--- src/rtl/tlb_pkg.sv ---
package tlb_pkg;

    // Where a refill is placed.
    typedef enum logic [1:0] {
        SLOT_NONE  = 2'd0,
        SLOT_REUSE = 2'd1,
        SLOT_FREE  = 2'd2,
        SLOT_EVICT = 2'd3
    } slot_src_e;

    // Same pair first, then an empty slot, then the round-robin victim.
    function automatic slot_src_e pick_slot(input logic req,
                                            input logic same_found,
                                            input logic free_found);
        if (!req)
            return SLOT_NONE;
        else if (same_found)
            return SLOT_REUSE;
        else if (free_found)
            return SLOT_FREE;
        else
            return SLOT_EVICT;
    endfunction

endpackage

--- src/rtl/tlb_match.sv ---
module tlb_match #(
    parameter int N      = 8,
    parameter int VPN_W  = 20,
    parameter int ASID_W = 8
) (
    input  logic [N-1:0]              ent_valid,
    input  logic [N-1:0][VPN_W-1:0]   ent_vpn,
    input  logic [N-1:0][ASID_W-1:0]  ent_asid,
    input  logic [VPN_W-1:0]          key_vpn,
    input  logic [ASID_W-1:0]         key_asid,
    output logic [N-1:0]              match
);

    for (genvar i = 0; i < N; i++) begin : g_cmp
        assign match[i] = ent_valid[i] &&
                          (ent_vpn[i]  == key_vpn) &&
                          (ent_asid[i] == key_asid);
    end

endmodule

--- src/rtl/tlb_prienc.sv ---
module tlb_prienc #(
    parameter int N     = 8,
    parameter int IDX_W = 3
) (
    input  logic [N-1:0]     req,
    output logic             found,
    output logic [IDX_W-1:0] idx
);

    // Lowest set bit wins.
    always_comb begin
        found = 1'b0;
        idx   = '0;
        for (int i = N - 1; i >= 0; i--) begin
            if (req[i]) begin
                found = 1'b1;
                idx   = IDX_W'(i);
            end
        end
    end

endmodule

--- src/rtl/tlb_perm.sv ---
module tlb_perm (
    input  logic hit,
    input  logic present,
    input  logic ro,
    input  logic write,
    output logic fault,
    output logic ro_out
);

    always_comb begin
        fault  = hit && (!present || (write && ro));
        ro_out = hit && ro;
    end

endmodule

--- src/rtl/tlb_asid.sv ---
module tlb_asid #(
    parameter int ENTRIES = 8,
    parameter int VPN_W   = 20,
    parameter int PFN_W   = 16,
    parameter int ASID_W  = 8,
    parameter int OFF_W   = 12
) (
    input  logic                    clk,
    input  logic                    rst_n,
    input  logic                    lk_valid,
    input  logic [ASID_W-1:0]       lk_asid,
    input  logic [VPN_W-1:0]        lk_vpn,
    input  logic [OFF_W-1:0]        lk_offset,
    input  logic                    lk_write,
    output logic                    lk_hit,
    output logic                    lk_miss,
    output logic                    lk_fault,
    output logic                    lk_ro,
    output logic [PFN_W+OFF_W-1:0]  lk_paddr,
    input  logic                    rf_valid,
    input  logic [ASID_W-1:0]       rf_asid,
    input  logic [VPN_W-1:0]        rf_vpn,
    input  logic [PFN_W-1:0]        rf_pfn,
    input  logic                    rf_ro,
    input  logic                    rf_present,
    input  logic                    fl_all,
    input  logic                    fl_asid_en,
    input  logic [ASID_W-1:0]       fl_asid
);
    import tlb_pkg::*;

    localparam int IDX_W = (ENTRIES > 1) ? $clog2(ENTRIES) : 1;
    localparam int PA_W  = PFN_W + OFF_W;
    localparam logic [IDX_W-1:0] LAST_IDX = IDX_W'(ENTRIES - 1);

    typedef struct packed {
        logic [ENTRIES-1:0]              valid;
        logic [ENTRIES-1:0]              present;
        logic [ENTRIES-1:0]              ro;
        logic [ENTRIES-1:0][ASID_W-1:0]  asid;
        logic [ENTRIES-1:0][VPN_W-1:0]   vpn;
        logic [ENTRIES-1:0][PFN_W-1:0]   pfn;
        logic [IDX_W-1:0]                rr;
    } tlb_state_t;

    tlb_state_t st_q, st_d;

    // Lookup path
    logic [ENTRIES-1:0] lk_match;
    logic               lk_found;
    logic [IDX_W-1:0]   lk_idx;
    logic               hit_int;

    tlb_match #(.N(ENTRIES), .VPN_W(VPN_W), .ASID_W(ASID_W)) u_lk_match (
        .ent_valid (st_q.valid),
        .ent_vpn   (st_q.vpn),
        .ent_asid  (st_q.asid),
        .key_vpn   (lk_vpn),
        .key_asid  (lk_asid),
        .match     (lk_match)
    );

    tlb_prienc #(.N(ENTRIES), .IDX_W(IDX_W)) u_lk_enc (
        .req   (lk_match),
        .found (lk_found),
        .idx   (lk_idx)
    );

    assign hit_int  = lk_valid && lk_found;
    assign lk_hit   = hit_int;
    assign lk_miss  = lk_valid && !lk_found;
    assign lk_paddr = hit_int ? {st_q.pfn[lk_idx], lk_offset} : PA_W'(0);

    tlb_perm u_perm (
        .hit     (hit_int),
        .present (st_q.present[lk_idx]),
        .ro      (st_q.ro[lk_idx]),
        .write   (lk_write),
        .fault   (lk_fault),
        .ro_out  (lk_ro)
    );

    // Refill placement
    logic [ENTRIES-1:0] rf_match;
    logic               same_found;
    logic [IDX_W-1:0]   same_idx;
    logic               free_found;
    logic [IDX_W-1:0]   free_idx;
    slot_src_e          slot_src;
    logic [IDX_W-1:0]   slot_idx;

    tlb_match #(.N(ENTRIES), .VPN_W(VPN_W), .ASID_W(ASID_W)) u_rf_match (
        .ent_valid (st_q.valid),
        .ent_vpn   (st_q.vpn),
        .ent_asid  (st_q.asid),
        .key_vpn   (rf_vpn),
        .key_asid  (rf_asid),
        .match     (rf_match)
    );

    tlb_prienc #(.N(ENTRIES), .IDX_W(IDX_W)) u_same_enc (
        .req   (rf_match),
        .found (same_found),
        .idx   (same_idx)
    );

    tlb_prienc #(.N(ENTRIES), .IDX_W(IDX_W)) u_free_enc (
        .req   (~st_q.valid),
        .found (free_found),
        .idx   (free_idx)
    );

    always_comb begin
        st_d     = st_q;
        slot_src = pick_slot(rf_valid && !fl_all && !fl_asid_en,
                             same_found, free_found);
        case (slot_src)
            SLOT_REUSE: slot_idx = same_idx;
            SLOT_FREE:  slot_idx = free_idx;
            default:    slot_idx = st_q.rr;
        endcase

        if (fl_all) begin
            st_d.valid = '0;
        end else if (fl_asid_en) begin
            for (int i = 0; i < ENTRIES; i++) begin
                if (st_q.asid[i] == fl_asid)
                    st_d.valid[i] = 1'b0;
            end
        end else if (slot_src != SLOT_NONE) begin
            st_d.valid[slot_idx]   = 1'b1;
            st_d.present[slot_idx] = rf_present;
            st_d.ro[slot_idx]      = rf_ro;
            st_d.asid[slot_idx]    = rf_asid;
            st_d.vpn[slot_idx]     = rf_vpn;
            st_d.pfn[slot_idx]     = rf_pfn;
            if (slot_src == SLOT_EVICT)
                st_d.rr = (st_q.rr == LAST_IDX) ? '0 : st_q.rr + 1'b1;
        end
    end

    always_ff @(posedge clk) begin
        if (!rst_n)
            st_q <= '0;
        else
            st_q <= st_d;
    end

endmodule

--- config.mk ---
export PLATFORM = sky130hd
export DESIGN_NAME = tlb_asid
export DESIGN_NICKNAME = d
export VERILOG_FILES = /design/src/rtl/tlb_pkg.sv /design/src/rtl/tlb_match.sv /design/src/rtl/tlb_prienc.sv /design/src/rtl/tlb_perm.sv /design/src/rtl/tlb_asid.sv
export SDC_FILE = /design/constraint.sdc
export NUM_CORES = 2
export LEC_CHECK = 0
export BUFFER_PORTS_ARGS = -buffer_cell sky130_fd_sc_hd__buf_2
export CELL_PAD_IN_SITES_DETAIL_PLACEMENT = 1
export CELL_PAD_IN_SITES_GLOBAL_PLACEMENT = 2
export CORE_ASPECT_RATIO = 2
export CORE_MARGIN = 2
export CORE_UTILIZATION = 30
export CTS_BUF_LIST = sky130_fd_sc_hd__clkbuf_8
export DETAILED_ROUTE_END_ITERATION = 8
export PLACE_DENSITY = 0.74
export SETUP_SLACK_MARGIN = 0.1
export SYNTH_ARGS = -nofsm -noshare
export SYNTH_HDL_FRONTEND = slang
export SYNTH_SLANG_ARGS = --single-unit
--- constraint.sdc ---
create_clock -name clk -period 6.07 [get_ports clk]
set_input_delay 1.214 -clock clk [delete_from_list [all_inputs] [get_ports clk]]
set_output_delay 1.214 -clock clk [all_outputs]
set_load 0.05 [all_outputs]
==> impl_metrics.py <==
metrics = {
    "clock_network": {
        "clock_path_buffers": 3,
        "clockRootBuffer": "clkbuf_8",
        "cts_tree": "built",
        "htree_levels": 3,
        "cts.sinks": 379,
        "cts_setup_buffers": 0,
        "numCtsBuffers": 66,
        "hold_buffers": 0,
        "clock_latency_ns": 0.77,
        "clk_pin_slew_ns": 0.06,
    },
    "placement": {
        "place_congestion": 1.06,
        "port_buffers": 132,
        "hpwl_mm": 80.4,
        "placed_cell_area_um2": 25800,
    },
    "synth": {
        "syn-instance-count": 2391,
        "yosysSeqAreaShare_pct": 32.9,
        "synth-main-ff-cell": "dfxtp_1",
        "ys_types": 60,
        "synthesis.area_um2": 23100,
        "syn-num-nets": 2498,
        "async_flop_share_pct": 0,
        "ys_warn_count": 0,
        "synth_seq_cells": 379,
        "synth.avg_cell_area_um2": 9.65,
        "synth_edf_count": 0,
    },
    "power_and_ir_drop": {
        "internal_power_uw": 4110,
        "p_sw_uw": 1670,
        "total_power_uw": 5780,
        "ir_worst_vdd_mv": 0.153,
        "clockPowerShare_pct": 45.3,
        "power_density_nw_per_um2": 211,
        "combPwrFrac_pct": 11.5,
        "swShare_pct": 28.9,
        "p_leak_uw": 0.0103,
        "pwr-share-seq_pct": 43.2,
    },
    "sta": {
        "fin_setup_tns_ns": 0,
        "fin_crit_sh_pct": 96.4,
        "slew_headroom_pct": 14.0,
        "worstMarginPinSlew_ns": 1.29,
        "skew_ns": 0.0523,
        "timing_hold_violations_final": 0,
        "fmax_mhz": 171,
        "drv_slew": 0,
        "timing.hold.ws_ns": 0.508,
        "finalSetupViolCount": 0,
        "rsz0062_at_grt": "yes",
        "finalWorstPathRequiredPeriod_ns": 5.85,
    },
    "setup_path": {
        "worstSetupPathType": "primary input to output port",
        "critPathRequiredTime_ns": 4.86,
        "critPathMaxFanout": 5,
        "endpoint_kind": "output port",
        "crit_path_start_kind": "primary input",
        "cp.arrival_ns": 4.64,
        "worst_r2r_path_depth": 21,
    },
    "route": {
        "vias_per_cell": 5.27,
        "routed.top_layer": "met5",
        "met3_wirelength_mm": 6.15,
        "ant_nets": 0,
        "vias": 19200,
        "drtIter0Drc": 930,
        "wl_per_cell_um": 29.9,
        "drt-pass1-iter-count": 5,
        "wl_met2_mm": 55.5,
        "drc_errors": 0,
        "drt-total-wl_mm": 109,
        "m1WireLength_mm": 35.5,
    },
    "cells_and_area": {
        "final_cell_mix": "mux2i_1 (434), dfxtp_1 (379), nor2b_1 (374)",
        "final_core_util_pct": 36.0,
        "final_common_cell": "mux2i_1",
        "finish.instance_area_um2": 27400,
        "area_growth_pct": 18.7,
        "drive_above_1_share_pct": 18.0,
        "final_nets": 2688,
    },
    "global_routing": {
        "groute.usage.overall_pct": 28.2,
        "grt_overflow": 0,
        "antenna_found_initial": 9,
        "grt_pass1_wl_mm": 154,
        "grt_max_degree": 221,
        "first_global_vias": 20900,
    },
    "min_path": {
        "min-delay-path-class": "register to register",
        "whs_path_depth": 2,
    },
    "die": {
        "die_area_um2": 79200,
        "fp.coreArea_um2": 76000,
        "die_w_um": 200,
        "start_util_pct": 30.3,
        "ios": 133,
        "std_cell_rows": 143,
        "die-height_um": 396,
    },
    "outcome": {
        "status": "completed",
    },
    "flow_run": {
        "maxCapViolCount": 0,
    },
}
==> worst max-delay path, cell delays in order <==
cell      delay, ns
buf_2          0.15
buf_4          0.19
xnor2_1        0.44
nand4_1        0.23
nor4_1         0.32
buf_4          0.21
a211oi_1       0.09
o21ai_0        0.26
buf_4          0.18
a21oi_1        0.10
mux4_2         0.31
o31ai_1        0.28
a31oi_2        0.11
buf_4          0.17
a22o_1         0.16
buf_2          0.20
==> metal layers <==
layer / vias up / GRT usage [%]
met4: 8 / 26.6
li1: 8549 / -
met1: 9525 / 26.7
met2: 758 / 49.0
met5: - / 0
met3: 403 / 6.67
==> through the flow <==
stage,worst slack [ns],instances
2_1_floorplan,0.192,2391
3_3_place_gp,-0.0274,3527
3_5_place_dp,-0.203,3527
4_1_cts,0.125,3644
5_1_grt,0.0861,3645
6_report,0.219,3649
==> path summary, 6_finish.rpt <==
| check | startpoint | slack, ns | end |
|---|---|---|---|
| setup / recovery | lk_asid[1] | 0.22 | lk_fault |
| hold / removal | st_q[2] | 0.51 | st_q[2] |
| setup reg to reg | register | 0.56 | register |
| hold reg to reg | st_q[2] | 0.51 | st_q[2] |
==> synthesized netlist by cell type, drive strengths merged (2+ instances only) <==
cell type  count  share of area, %
a21boi         3              0.11
a21oi         16              0.36
a2bb2oi        2             0.076
a31o           2             0.076
a31oi          3             0.081
and2          12              0.33
and3           3             0.081
and4           8              0.30
and4bb         2              0.11
buf          119               4.0
clkbuf        92               1.5
dfxtp        379                33
ha             6              0.33
inv           17              0.28
mux2i        434                19
nand2         46              0.75
nand2b        16              0.43
nand3         36              0.78
nand4        121               3.3
nand4b         3              0.11
nand4bb        2             0.098
nor2          17              0.28
nor2b        374                10
nor3          16              0.35
nor3b          6              0.20
nor4          67               1.9
nor4b          3              0.24
o2111ai        2             0.076
o211ai         5              0.16
o21ai          9              0.20
o221ai        19              0.72
o22a          16              0.61
o22ai          2             0.054
o31ai          3             0.098
o41ai          3              0.11
or2            6              0.16
or4            4              0.13
xnor2        334                13
xor2         171               6.5
==> logic make-up (layout without fill, tap and decap cells) <==
| family | Yosys count | count (layout) | share of synthesized area (%) |
|---|---|---|---|
| AND/OR/NAND/NOR | 744 | 744 | 19.7 |
| adder cells (fa/ha/maj) | 6 | 6 | 0.325 |
| multiplexers | 435 | 435 | 18.9 |
| AO/OA/AOI/OAI | 94 | 94 | 3.16 |
| XOR/XNOR | 505 | 505 | 19.2 |
| flip-flops | 379 | 379 | 32.9 |
| other | 0 | 5 | 0 |
| buffers and inverters | 228 | 466 | 5.78 |
==> power by group through the flow <==
stage,logic (uW),clock network [uW],registers (uW)
global placement,622,0,2550
floorplan,359,0,2550
CTS,631,2700,2500
detailed placement,629,0,2550
global route,686,2780,2500
finish,664,2620,2500
==> area by class of cell <==
| cell class | instances | area [um2] |
|---|---|---|
| fill | 8674 | 48700 |
| multi-input combinational | 1784 | 14400 |
| sequential | 379 | 7590 |
| timing repair buffer | 333 | 2670 |
| tap | 1015 | 1270 |
| clock buffer | 76 | 1050 |
| clock inverter | 40 | 363 |
| inverter | 17 | 63.8 |
| antenna | 5 | 12.5 |
==> timing repair <==
item / CTS / global route
endpoints found under the setup margin: 1 / 126
pin swaps: 0 / 1
resized for setup: 0 / 24
cloned: 1 / 0
No activity file was read; power rests on OpenSTA's default activity.
